**config.mk**
```make
export PLATFORM = sky130hd
export DESIGN_NAME = lim_timer
export DESIGN_NICKNAME = d
export VERILOG_FILES = /design/src/rtl/lim_timer_pkg.sv /design/src/rtl/lt_counter.sv /design/src/rtl/lt_limit_reg.sv /design/src/rtl/lt_flags.sv /design/src/rtl/lt_rdata.sv /design/src/rtl/lim_timer.sv
export SDC_FILE = /design/constraint.sdc
export NUM_CORES = 1
export LEC_CHECK = 0
export BUFFER_PORTS_ARGS = -buffer_cell sky130_fd_sc_hd__buf_2
export CAP_MARGIN = 20
export CORE_UTILIZATION = 40
export CTS_BUF_LIST = sky130_fd_sc_hd__clkbuf_8
export CTS_CLUSTER_DIAMETER = 100
export DETAILED_ROUTE_END_ITERATION = 7
export PLACE_DENSITY_LB_ADDON = 0.3
export SYNTH_ARGS = -nofsm -noshare
export SYNTH_HDL_FRONTEND = slang
export SYNTH_HIERARCHICAL = 1
export SYNTH_SLANG_ARGS = --single-unit
export TNS_END_PERCENT = 100
```
**constraint.sdc**
```tcl
create_clock -name clk_i -period 3.59 [get_ports clk_i]
set_input_delay 0.359 -clock clk_i [delete_from_list [all_inputs] [get_ports clk_i]]
set_output_delay 0.359 -clock clk_i [all_outputs]
set_load 0.1 [all_outputs]
```
**src/rtl/lim_timer_pkg.sv**
```systemverilog
package lim_timer_pkg;
  typedef enum logic [1:0] {
    OFF_LIMIT      = 2'd0,
    OFF_COUNT      = 2'd1,
    OFF_LIMIT_KEEP = 2'd2,
    OFF_RSVD       = 2'd3
  } reg_off_e;
endpackage

```
**src/rtl/lt_counter.sv**
```systemverilog
module lt_counter #(
  parameter int CNT_W = 22
) (
  input  logic             clk_i,
  input  logic             rst_ni,
  input  logic             tick_i,
  input  logic             restart_i,
  input  logic [CNT_W-1:0] lim_i,
  output logic             match_o,
  output logic [CNT_W-1:0] cnt_o
);
  localparam logic [CNT_W-1:0] MAX_F = '1;

  logic [CNT_W-1:0] cnt_q, nxt;
  logic             hit, wrap;

  assign nxt  = cnt_q + 1'b1;
  assign hit  = tick_i && (lim_i != '0) && (nxt == lim_i);
  assign wrap = tick_i && (nxt == MAX_F);

  always_ff @(posedge clk_i or negedge rst_ni) begin
    if (!rst_ni)            cnt_q <= '0;
    else if (restart_i)     cnt_q <= '0;
    else if (hit || wrap)   cnt_q <= '0;
    else if (tick_i)        cnt_q <= nxt;
  end

  assign match_o = hit && !restart_i;
  assign cnt_o   = cnt_q;
endmodule

```
**src/rtl/lt_limit_reg.sv**
```systemverilog
module lt_limit_reg #(
  parameter int DATA_W  = 32,
  parameter int CNT_LSB = 9,
  parameter int CNT_W   = 22
) (
  input  logic              clk_i,
  input  logic              rst_ni,
  input  logic              ld_i,
  input  logic [DATA_W-1:0] wdata_i,
  output logic [CNT_W-1:0]  lim_o
);
  logic [CNT_W-1:0] lim_q;

  always_ff @(posedge clk_i or negedge rst_ni) begin
    if (!rst_ni)   lim_q <= '0;
    else if (ld_i) lim_q <= wdata_i[CNT_LSB +: CNT_W];
  end

  assign lim_o = lim_q;
endmodule

```
**src/rtl/lt_flags.sv**
```systemverilog
module lt_flags (
  input  logic clk_i,
  input  logic rst_ni,
  input  logic match_i,
  input  logic ack_i,
  input  logic irq_clr_i,
  output logic reached_o,
  output logic irq_o
);
  logic reached_q, irq_q;

  // a match in the same cycle as an acknowledge wins
  always_ff @(posedge clk_i or negedge rst_ni) begin
    if (!rst_ni) begin
      reached_q <= 1'b0;
      irq_q     <= 1'b0;
    end else begin
      if (match_i)    reached_q <= 1'b1;
      else if (ack_i) reached_q <= 1'b0;
      if (match_i)                 irq_q <= 1'b1;
      else if (ack_i || irq_clr_i) irq_q <= 1'b0;
    end
  end

  assign reached_o = reached_q;
  assign irq_o     = irq_q;
endmodule

```
**src/rtl/lt_rdata.sv**
```systemverilog
module lt_rdata
  import lim_timer_pkg::*;
#(
  parameter int DATA_W  = 32,
  parameter int CNT_LSB = 9,
  parameter int CNT_W   = 22
) (
  input  logic              clk_i,
  input  logic              rst_ni,
  input  logic              rd_i,
  input  reg_off_e          off_i,
  input  logic [CNT_W-1:0]  lim_i,
  input  logic [CNT_W-1:0]  cnt_i,
  input  logic              reached_i,
  output logic [DATA_W-1:0] rdata_o
);
  logic [DATA_W-1:0] rd_d, rd_q;

  always_comb begin
    rd_d = '0;
    unique case (off_i)
      OFF_LIMIT: rd_d[CNT_LSB +: CNT_W] = lim_i;
      OFF_COUNT: begin
        rd_d[CNT_LSB +: CNT_W] = cnt_i;
        rd_d[DATA_W-1]         = reached_i;
      end
      default: rd_d = '0;
    endcase
  end

  always_ff @(posedge clk_i or negedge rst_ni) begin
    if (!rst_ni)   rd_q <= '0;
    else if (rd_i) rd_q <= rd_d;
  end

  assign rdata_o = rd_q;
endmodule

```
**src/rtl/lim_timer.sv**
```systemverilog
module lim_timer
  import lim_timer_pkg::*;
#(
  parameter int DATA_W  = 32,
  parameter int CNT_LSB = 9,
  parameter int CNT_W   = 22
) (
  input  logic              clk_i,
  input  logic              rst_ni,
  input  logic              tick_i,
  input  logic              req_i,
  input  logic              we_i,
  input  logic [1:0]        addr_i,
  input  logic [DATA_W-1:0] wdata_i,
  output logic [DATA_W-1:0] rdata_o,
  output logic              irq_o
);
  reg_off_e         off;
  logic             wr_lim, wr_keep, rd_lim, rd_any, lim_ld, match;
  logic [CNT_W-1:0] lim_q, cnt_q;
  logic             reached_q;

  assign off     = reg_off_e'(addr_i);
  assign wr_lim  = req_i && we_i && (off == OFF_LIMIT);
  assign wr_keep = req_i && we_i && (off == OFF_LIMIT_KEEP);
  assign rd_lim  = req_i && !we_i && (off == OFF_LIMIT);
  assign rd_any  = req_i && !we_i;
  assign lim_ld  = wr_lim || wr_keep;

  lt_limit_reg #(.DATA_W(DATA_W), .CNT_LSB(CNT_LSB), .CNT_W(CNT_W)) u_lim (
    .clk_i(clk_i), .rst_ni(rst_ni), .ld_i(lim_ld), .wdata_i(wdata_i), .lim_o(lim_q)
  );

  lt_counter #(.CNT_W(CNT_W)) u_cnt (
    .clk_i(clk_i), .rst_ni(rst_ni), .tick_i(tick_i), .restart_i(wr_lim),
    .lim_i(lim_q), .match_o(match), .cnt_o(cnt_q)
  );

  lt_flags u_flags (
    .clk_i(clk_i), .rst_ni(rst_ni), .match_i(match), .ack_i(rd_lim),
    .irq_clr_i(wr_lim), .reached_o(reached_q), .irq_o(irq_o)
  );

  lt_rdata #(.DATA_W(DATA_W), .CNT_LSB(CNT_LSB), .CNT_W(CNT_W)) u_rd (
    .clk_i(clk_i), .rst_ni(rst_ni), .rd_i(rd_any), .off_i(off), .lim_i(lim_q),
    .cnt_i(cnt_q), .reached_i(reached_q), .rdata_o(rdata_o)
  );
endmodule

```
* After elaboration in Yosys (flattened, before gate mapping)
Cells that the tools add are included.
** Storage, ports and cells
- Output and inout port bits :: 33
- Bits in registers :: 69
- Word-level logic and storage cells :: 38
- Input bits :: 39
** Operators by class
- Add/subtract/negate cells :: 1
- Eq/ne operators :: 4
- Reduce and logical (&&, ||, !) cells :: 19
- Muxes and demuxes :: 9
** Operators with widths (count)
- 22-bit two-way mux :: 3
- 22-bit one-hot mux with 2 select lines :: 1
- 22-bit by 1-bit adder with 22-bit output (second input constant) :: 1
- 22-bit == test :: 1
- 22-bit == test (second input constant) :: 1
- 22-bit nonzero test :: 1
- 1-bit logical AND :: 9
- 1-bit two-way mux :: 5
- 2-bit nonzero test :: 2
- 1-bit logical OR :: 3
- 3-bit nonzero test :: 1
- 2-bit by 1-bit == test with 1-bit output (second input constant) :: 1
- 2-bit == test (second input constant) :: 1
- 1-bit zero test :: 2
- 2-bit zero test :: 1

* Logic depth before layout (Yosys ltp)
Gate-level depths: netlist of run 1.
- Depth after elaboration :: 6
- Depth in mapped cells :: 12
- Gate-level depth less buffers :: 10

* Modules after synthesis
Netlist of run 1, hierarchy kept.
** By module, submodules not included
- lt_counter :: times used 1, area each 2543.7 um^2, cells an instance 328, sequential area each 550.5 um^2
- lt_rdata :: times used 1, area each 1192.4 um^2, cells an instance 111, sequential area each 575.6 um^2
- lt_limit_reg :: times used 1, area each 820.8 um^2, cells an instance 46, sequential area each 550.5 um^2
- lt_flags :: times used 1, area each 72.6 um^2, cells an instance 6, sequential area each 50.0 um^2
- lim_timer :: times used 1, area each 42.5 um^2, cells an instance 4, sequential area each 0.0 um^2

* Least setup slack after synthesis of run 1
OpenSTA, ideal clock, no wires.
- Path type :: register to register
- From :: register u_cnt.cnt_q[1], in the netlist u_cnt/cnt_o[1]
- To :: register u_cnt.cnt_q[4], in the netlist u_cnt/cnt_o[4]
- Stages on the path, launching flop included :: 12
- Setup time :: 0.128 ns
- Data required time :: 3.462 ns
- Buffers on the path :: 2
- Slack :: 0.679 ns
- Arrival :: 2.783 ns
- Period minus slack after synthesis :: 2.911 ns
- Path through :: dfrtp_1 ha_1 buf_4 nand4_2 nor4_4 a21oi_1 or4_4 a2111oi_4 nand4_4 buf_6 a31oi_1 o22ai_1
** On the way
- Word-level cells in the longest chain between the ends :: 6
- Elaborated cells on any way between the ends :: 10
- Classes of those cells :: add/sub (1); eq/ne (2); mux (3); reduce/logical (4)
** Ends and longest elaborated chain
- start, declared :: RTL line lt_counter.sv:14 : logic [CNT_W-1:0] cnt_q, nxt;
- start signal, assigned :: RTL line lt_counter.sv:25 : else if (tick_i) cnt_q <= nxt;
- 22-bit by 1-bit adder with 22-bit output * :: RTL line lt_counter.sv:17 : assign nxt = cnt_q + 1'b1;
- 22-bit == test, on equally long branches :: RTL line lt_counter.sv:18, lt_counter.sv:19
- 1-bit logical AND, on equally long branches :: RTL line lt_counter.sv:18, lt_counter.sv:19
- 1-bit logical OR :: RTL line lt_counter.sv:24 : else if (hit || wrap) cnt_q <= '0;
- 22-bit two-way mux :: RTL line lt_counter.sv:24
- 22-bit two-way mux :: RTL line lt_counter.sv:23 : else if (restart_i) cnt_q <= '0;
Every way passes the cells marked *; elsewhere a longest branch is shown, timed or not. The select of a mux whose other input is x is not followed.
A chain may end at the register's enable or synchronous reset.

* Final worst setup path of run 1
- From :: register u_cnt.cnt_q[0], in the netlist u_cnt/cnt_o[0]
- To :: register u_cnt.cnt_q[4], in the netlist u_cnt/cnt_o[4]
Same word-level chain as after synthesis.

==> results.txt, run 1 <==
Total Routing Usage GR = 23.6%
I/O pin cnt = 72
met1 Track Usage GR = 31.2%
# diodes = 0
Crit. End Element = register
Tot Pwr = 2.68 mW
Compound-Gate Fraction of Synth Area = 15.7%
RSZ-0062 raised after global routing = no
die width = 110 µm
# fillers = 1,119
EDFF count, synth = 0
dpl cells = 676
crit path time final = 3.33 ns
Die Y = 110 µm
global route overflow = 0
most used flip-flop cell after synthesis = dfrtp_1
Simple-Gate Fraction of Synth Area = 20.4%
Pleak = 2.23 nW
CTS Buf Count = 9
worst-margin pin slew = 0.897 ns
mapped cell area = 0.00467 mm²
Post-DRT Antenna Nets = 0
PwrDens = 518 mW/mm²
final period utilization = 92.7%
max_slew headroom = 40.2%
Crit Path Max Fanout = 8
drc violations = 0
Vias = 4,034
Slew Limit Fails = 0
global-route wire length before repair = 21,200 µm
Seq/Total Area, Yosys = 37.0%
drt pass-1 iters = 5
Via density = 5.85
layout cells sized above 1 = 24.5%
1st-iter DRT viols = 326
Post-DP HPWL = 9530 µm
CTS tree = built
post-synthesis mux area share = 10.7%
met2 GRT Util = 37.9%
CTS clk-pin slew, worst paths = 0.07 ns
Post-CTS Setup Inserts = 0
Cell Count, Final, Fillers Out = 689
post-synthesis cell count = 495
adder-cell share of the synthesized area = 0.536%
core area = 0.0114 mm²
Clock Sinks = 69
initial antenna violation count = 0
leading cell type in the layout, fill and taps excluded = dfrtp_1
vias in the first global route = 3,935
Port Buffer Count = 52
outcome = finished clean
nets = 585
Final Hold Fails = 0
H-tree Lvls = 3
VDD IR max = 0.284 mV
clock latency on the worst-skew pair = 0.36 ns
post-route setup TNS = 0 ns
largest family of logic cells by synthesized area = simple AND/OR/NAND/NOR gates
# setup viols final = 0
GRT Max-Usage Layer = met2
Routed WL per cell = 19.4 µm
share of flip-flops with an asynchronous set or reset = 100%
commonest cells after routing, fill and taps aside = 69 x dfrtp_1, 52 x buf_2, 46 x inv_1
Yosys cell types = 67
floorplan row count = 39
Max clock buf depth = 2
Syn-to-layout area delta = 10.6%
Starting Density = 40.9%
Data required, critical path = 3.83 ns
max-cap violation count = 0
Warnings, synthesis = 6
largest net degree at the start of global routing = 70
Clock Skews = 0.00826 ns
gpl congestion = 0.947
wirelength, routed = 13,400 µm
Critical Path AT = 3.56 ns
nature of the critical path startpoint = register
Yosys reg bits = 69
Die Area = 0.0121 mm²
Synth Area in XOR/XNOR = 4.79%
syn_area_per_cell = 9.44 µm²
Worst Hold Class = in -> async
FMAX = 301 MHz
Crit Path Class = reg -> reg
Root Driver = clkbuf_8
met3 usage = 3.53%
## critical path: stages, from the launching register on
cell      delay, ns
dfrtp_1        0.45
ha_1           0.28
nand4_2        0.24
or4b_1         0.69
nor4_2         0.33
nor2_1         0.11
a211oi_1       0.27
a41oi_2        0.28
buf_4          0.27
a31oi_1        0.19
o22ai_1        0.10
## worst paths after layout
kind                                      from         endpoint  slack, ns  cells after the start
worst max register to register  u_cnt/cnt_o[0]   u_cnt/cnt_o[4]       0.26                     10
worst min-delay path                    rst_ni  u_rd/rdata_o[9]       0.21                      2
worst min register to register   u_flags/irq_o    u_flags/irq_o       0.48                      1
max in group asynchronous               rst_ni   u_lim/lim_o[8]       2.79                      2
worst max-delay path            u_cnt/cnt_o[0]   u_cnt/cnt_o[4]       0.26                     10
min in group clk_i                 wdata_i[14]   u_lim/lim_o[5]       0.23                      2
## power breakdown
part	leakage, nW	internal [mW]	total [mW]	switching, mW
Combinational	1.29	0.326	1.02	0.694
Sequential	0.864	0.906	1.11	0.205
Clock	0.0813	0.254	0.546	0.291
## cell type report
cell class / instances / area [µm²] / share of cell area [%]
inverter: 45 / 169 / 3.27
sequential: 69 / 1730 / 33.4
tap: 143 / 179 / 3.46
clock buffer: 10 / 138 / 2.66
multi-input combinational: 342 / 2480 / 48.0
clock inverter: 3 / 16.3 / 0.315
timing repair buffer: 77 / 460 / 8.91
## cells in the mapped netlist, types with 3 or more instances
| master | n | share of area, % |
|---|---|---|
| a21o_1 | 3 | 0.48 |
| a21oi_1 | 6 | 0.64 |
| a31oi_1 | 15 | 2.0 |
| and2_1 | 5 | 0.67 |
| and3_1 | 4 | 0.54 |
| and4_1 | 3 | 0.56 |
| buf_2 | 12 | 1.3 |
| buf_4 | 18 | 2.9 |
| buf_6 | 6 | 1.4 |
| clkbuf_1 | 9 | 0.72 |
| dfrtp_1 | 69 | 37 |
| inv_1 | 45 | 3.6 |
| mux2_2 | 22 | 5.3 |
| mux2i_1 | 25 | 5.4 |
| nand2_1 | 28 | 2.2 |
| nand2b_1 | 6 | 0.80 |
| nand3_1 | 19 | 2.0 |
| nand4_1 | 17 | 2.3 |
| nor2_1 | 19 | 1.5 |
| nor3_1 | 7 | 0.75 |
| nor3b_1 | 3 | 0.48 |
| nor4_1 | 12 | 1.6 |
| o211ai_1 | 3 | 0.48 |
| o21ai_0 | 10 | 1.1 |
| o21ai_1 | 10 | 1.1 |
| o22ai_1 | 33 | 4.4 |
| o31ai_1 | 3 | 0.48 |
| or2_2 | 3 | 0.40 |
| or3_1 | 8 | 1.1 |
| xnor2_1 | 21 | 3.9 |
## state kept, by name, indices dropped and copies added, names as in the netlist
signal,flops
u_rd/rdata_o,23
u_cnt/cnt_o,22
u_lim/lim_o,22
u_flags/irq_o,1
u_flags/reached_o,1
## routing by layer
| layer | up-vias | part of all wire (%) |
|---|---|---|
| met3 | 22 | 4.8 |
| met4 | 0 | 2.6 |
| li1 | 1885 | - |
| met1 | 1979 | 46 |
| met5 | - | 0 |
| met2 | 148 | 47 |
## timing repair
| action | CTS | global route |
|---|---|---|
| hold buffers | 0 | 0 |
| resized for setup | 0 | 1 |
| endpoints found under the setup margin | 0 | 7 |
| hold endpoints to repair | 0 | 0 |
## through the flow
stage	util (%)	hold WS, ns	setup slack, ns	instance area, µm²
5_1_grt	45.3	0.221	0.0592	5170
6_report	45.3	0.208	0.262	5170
2_1_floorplan	-	0.0634	0.679	4700
3_5_place_dp	43.9	0.468	0.303	5010
4_1_cts	45.2	0.219	0.265	5160
3_3_place_gp	43.9	0.456	0.327	5010
## kinds of logic after synthesis
kind of cell / after synthesis
buffers and inverters: 92
DFF: 69
AOI/OAI and AO/OA: 105
adders and majority gates: 2
muxes: 47
other: 1
xor gates and xnor gates: 24
and+or+nand+nor: 155
No activity file was read; power rests on OpenSTA's default activity.
==> run 2: changes to the inputs <==
--- a/config.mk
+++ b/config.mk
@@ -14,6 +14,5 @@
 export PLACE_DENSITY_LB_ADDON = 0.3
 export SYNTH_ARGS = -nofsm -noshare
 export SYNTH_HDL_FRONTEND = slang
-export SYNTH_HIERARCHICAL = 1
 export SYNTH_SLANG_ARGS = --single-unit
 export TNS_END_PERCENT = 100
==> constraint.sdc (replaced) <==
create_clock -name clk_i -period 4.3 [get_ports clk_i]
set_input_delay 0.43 -clock clk_i [delete_from_list [all_inputs] [get_ports clk_i]]
set_output_delay 0.43 -clock clk_i [all_outputs]
set_load 0.1 [all_outputs]
==> run 2 against run 1 <==
Net effect:
- combinational power is 8% higher
- routed wire length shrank 6.8%
- sequential power decreased by 10%
- critical path type unchanged
==> results.txt, run 2 <==
Slew Limit Fails = 0
setup ws final = 0.678 ns
Tot Pwr = 2.76 mW
final instance area = 0.00497 mm²
top cell type's share of synthesized area = 38.7%
core area = 0.0108 mm²
max-cap violation count = 0
die width = 108 µm
Crit Path Class = reg -> reg
wirelength, routed = 12,500 µm
Clock Sinks = 69
critical path's top delay family = simple AND/OR/NAND/NOR gates
1st-iter DRT viols = 314
area leader, netlist = dfrtp_1
Worst Hold Class = in -> async
drt pass-1 iters = 5
# setup viols final = 0
CTS resizes = 0
syn_area_per_cell = 9.43 µm²
Total Routing Usage GR = 23.3%
nature of the critical path startpoint = register
Data required, critical path = 4.52 ns
# diodes = 0
CTS Buf Count = 9
Largest register FFs = 23
Crit Path Max Fanout = 22
Syn-to-layout area delta = 11.4%
PwrDens = 555 mW/mm²
most used flip-flop cell after synthesis = dfrtp_1
Max clock buf depth = 2
CTS Hold Bufs = 0
crit path time final = 3.62 ns
Yosys reg bits = 69
Starting Density = 41.1%
critical path's largest stage delay = 0.61 ns
outcome = finished clean
final period utilization = 84.2%
Via density = 6.02
cells along the critical path = inv_1 > ha_1 > xnor2_1 > a2111oi_0 > o2111ai_1 > nor4_1 > nand4_1 > or4b_4 > nand4_2 > o311ai_1
Root Driver = clkbuf_8
initial antenna violation count = 0
post-synthesis cell count = 473
Vias = 3,892
slowest CP cell = a2111oi_0
commonest cells after routing, fill and taps aside = 69 x dfrtp_1, 52 x buf_2, 49 x nand2_1
Crit. End Element = register
VDD IR max = 0.289 mV
Clock Skews = 0.00762 ns
FMAX = 276 MHz
RSZ-0062 raised after global routing = no
clock latency on the worst-skew pair = 0.36 ns
Die Area = 0.0116 mm²
Routed WL per cell = 19.3 µm
global-route wire length before repair = 20,400 µm
pre-CTS setup slack = 0.761 ns
post-route setup TNS = 0 ns
Pleak = 2.15 nW
Area after DPL = 0.00472 mm²
I/O pin cnt = 72
Critical Path AT = 3.84 ns
most frequent cell after synthesis = dfrtp_1
nets = 544
CTS tree = built
Seq/Total Area, Yosys = 38.7%
Die Y = 108 µm
mapped cell area = 0.00446 mm²
share of flip-flops with an asynchronous set or reset = 100%
Port Buffer Count = 52
gpl congestion = 0.933
Post-CTS Setup Inserts = 0
drc violations = 0
Final Hold Fails = 0
CTS clk-pin slew, worst paths = 0.08 ns
largest net degree at the start of global routing = 44
Post-DRT Antenna Nets = 0
worst-margin pin slew = 1.02 ns
max_slew headroom = 32.2%
Synth area leaders = dfrtp_1 39%, mux2_2 5.6%, mux2i_1 5.2%
layout cells sized above 1 = 22.1%
leading cell type in the layout, fill and taps excluded = dfrtp_1
Commonest cells post-synth = 69 x dfrtp_1, 49 x nand2_1, 31 x o21ai_0
H-tree Lvls = 3
vias in the first global route = 3,764
Post-DP HPWL = 8640 µm
Warnings, synthesis = 0
EDFF count, synth = 0
Yosys cell types = 64
Buf+Inv Stages, Crit Path = 1
floorplan row count = 38
global route overflow = 0
run 2: changes by cell type after synthesis, moves of 9 or more:
| cell | change |
|---|---|
| inv_1 | -37 |
| o22ai_1 | -31 |
| nand2_1 | +21 |
| o21ai_0 | +21 |
| and3_1 | +15 |
| clkbuf_1 | +14 |
| a32oi_1 | +12 |
| nand3_1 | -11 |
| a31oi_1 | -10 |
| o31ai_1 | +9 |
run 2: area by class of cell:
cell class,count,area [µm²]
fillers,1056,5870
clock inverters,6,111
multi-input cells,354,2470
flip-flops and latches,69,1730
repair buffers,60,320
well taps,140,175
clock buffers,10,138
inverters,8,30.0
run 2: cells by family after synthesis:
family	count (synthesis)	synth area share, %
DFF	69	38.7
adders and majority gates	3	0.842
muxes	45	10.7
buffers and inverters	58	6.65
and+or+nand+nor	169	21.9
xor gates and xnor gates	28	5.84
AOI/OAI and AO/OA	100	15.2
other	1	0.0841
run 2: path summary, 6_finish.rpt:
path                             startpoint          endpoint  slack, ns  depth (start not counted)
min in group clk_i              wdata_i[20]   u_lim.lim_o[11]       0.30                          2
min                                  rst_ni   u_cnt.cnt_o[13]        0.1                          1
max reg2reg                  u_cnt.cnt_o[0]    u_cnt.cnt_o[2]       0.68                         10
max in group asynchronous            rst_ni    u_lim.lim_o[2]       3.21                          2
min reg2reg                u_rd.rdata_o[25]  u_rd.rdata_o[25]       0.48                          2
max                          u_cnt.cnt_o[0]    u_cnt.cnt_o[2]       0.68                         10
run 2: power breakdown:
part / total [mW] / internal [mW] / switching, mW
sequential: 0.994 / 0.767 / 0.227
combinational: 1.10 / 0.369 / 0.729
clock: 0.663 / 0.401 / 0.262
total: 2.76 / 1.54 / 1.22
run 2: metal layers:
| layer | part of all wire, % | global-route usage (%) | vias up |
|---|---|---|---|
| met3 | 6.4 | 4.42 | 32 |
| met4 | 3.0 | 10.7 | 0 |
| met2 | 48 | 36.5 | 178 |
| met5 | 0 | 0 | - |
| li1 | - | - | 1787 |
| met1 | 43 | 31.0 | 1895 |
run 2: metrics by stage:
| stage | std cells | hold slack [ns] | util (%) |
|---|---|---|---|
| floorplan | 481 | 0.134 | - |
| global route | 647 | 0.141 | 45.8 |
| detailed placement | 631 | 0.468 | 43.5 |
| global placement | 631 | 0.463 | 43.5 |
| finish | 647 | 0.0984 | 45.8 |
| CTS | 647 | 0.119 | 45.8 |
==> run 3: changes to the inputs <==
==> constraint.sdc (replaced) <==
create_clock -name clk_i -period 3.1 [get_ports clk_i]
set_input_delay 0.31 -clock clk_i [delete_from_list [all_inputs] [get_ports clk_i]]
set_output_delay 0.31 -clock clk_i [all_outputs]
set_load 0.1 [all_outputs]
==> run 3 against run 2 <==
Net effect:
- count of clock-buffer cells in the layout stayed put
- design area is 14% higher
- clock skew is 0.0055 ns higher
- global-route usage is 0.85 points higher
- sequential share of layout area is 4.1 points lower
- highest routed layer unchanged
==> results.txt, run 3 (synthesis gave the netlist of run 2 again) <==
Crit. End Element = register
global-route wire length before repair = 20,900 µm
Crit Path Class = reg -> reg
Clock Skews = 0.0131 ns
final instance area = 0.00564 mm²
Crit Path Max Fanout = 11
die width = 108 µm
Final Hold Fails = 0
Syn-to-layout area delta = 26.5%
drt pass-1 iters = 5
Clock Sinks = 69
Critical Path AT = 3.30 ns
max-cap violation count = 0
Die Area = 0.0116 mm²
I/O pin cnt = 72
Largest register FFs = 23
Pleak = 2.44 nW
initial antenna violation count = 0
PwrDens = 742 mW/mm²
1st-iter DRT viols = 346
layout cells sized above 1 = 34.8%
gpl congestion = 0.983
crit path time final = 3.06 ns
largest net degree at the start of global routing = 37
wirelength, routed = 13,400 µm
leading cell type in the layout, fill and taps excluded = dfrtp_1
FMAX = 327 MHz
nets = 598
Post-DP HPWL = 9680 µm
CTS clk-pin slew, worst paths = 0.08 ns
Total Routing Usage GR = 24.1%
core area = 0.0108 mm²
Vias = 4,164
final period utilization = 98.7%
max_slew headroom = 48.4%
global route overflow = 0
commonest cells after routing, fill and taps aside = 68 x dfrtp_1, 52 x buf_2, 51 x buf_4
Starting Density = 41.1%
Worst Hold Class = in -> reg
Die Y = 108 µm
floorplan row count = 38
CTS Buf Count = 9
# diodes = 0
outcome = finished clean
Root Driver = clkbuf_8
Slew Limit Fails = 0
final core utilization = 52.0%
VDD IR max = 0.377 mV
vias in the first global route = 3,900
# setup viols final = 0
Data required, critical path = 3.35 ns
nature of the critical path startpoint = register
Post-DRT Antenna Nets = 0
Port Buffer Count = 52
clock latency on the worst-skew pair = 0.37 ns
Routed WL per cell = 19.2 µm
CTS tree = built
worst-margin pin slew = 0.775 ns
Via density = 5.94
Max clock buf depth = 2
H-tree Lvls = 3
drc violations = 0
Area after DPL = 0.00508 mm²
==> run 3: area by class of cell <==
type                       count  area (µm²)
clock buffer                  10         138
clock inverter                 6        71.3
fill                         988        5200
inverter                       8        30.0
multi-input combinational    354        2690
sequential                    69        1730
tap                          140         175
timing repair buffer         114         810
==> run 3: what timing repair did <==
item	in CTS	in global routing
hold endpoints to repair	1	0
buffers inserted	0	10
hold buffers	1	0
setup endpoints to repair	0	24
resized for setup	0	49
==> run 3: per-layer routing <==
metal  global-route usage (%)  routed length, µm  up-vias
met3                     3.57                931       33
met2                     37.4               6160      185
met1                     33.2               5950     2043
met5                        0                  0        -
met4                     10.9                405        0
li1                         -                  -     1903
==> run 3: per-stage QoR <==
stage	total power [mW]	std cells	hold WS [ns]	TNS [ns]	worst slack [ns]
6_report	4.18	701	0.166	0	0.0407
5_1_grt	4.38	701	0.161	-0.00000999	-0.00000999
4_1_cts	3.88	691	0.163	0	0.0230
3_5_place_dp	3.10	674	0.387	0	0.0365
3_3_place_gp	3.07	674	0.380	0	0.0883
2_1_floorplan	2.56	481	0.0144	0	0.268
==> run 3: worst paths after layout <==
kind                                   from               end  slack, ns  depth (start not counted)
min in group asynchronous            rst_ni   u_cnt.cnt_o[15]       0.53                          3
setup / recovery             u_cnt.cnt_o[3]    u_cnt.cnt_o[5]       0.04                          9
hold / removal                  wdata_i[30]   u_lim.lim_o[21]       0.17                          2
setup reg to reg             u_cnt.cnt_o[3]    u_cnt.cnt_o[5]       0.04                          9
max in group asynchronous            rst_ni   u_lim.lim_o[11]       2.22                          3
hold reg to reg            u_rd.rdata_o[25]  u_rd.rdata_o[25]       0.48                          2
==> run 3: worst max-delay path, cell delays in order (launching register included) <==
cell and delay (ns):
dfrtp_1 0.40, and4_4 0.36, nand3_2 0.15, or3_1 0.39, and3_1 0.18, or4_1 0.40
or4b_4 0.58, clkbuf_16 0.19, a32oi_1 0.19, o31ai_1 0.10
==> run 3: power by group <==
group	switching (mW)	total, mW	internal, mW	leakage, nW
Sequential	0.191	1.26	1.07	0.809
Clock	0.378	0.776	0.398	0.0991
Combinational	1.34	2.15	0.813	1.53
Total	1.91	4.18	2.28	2.44
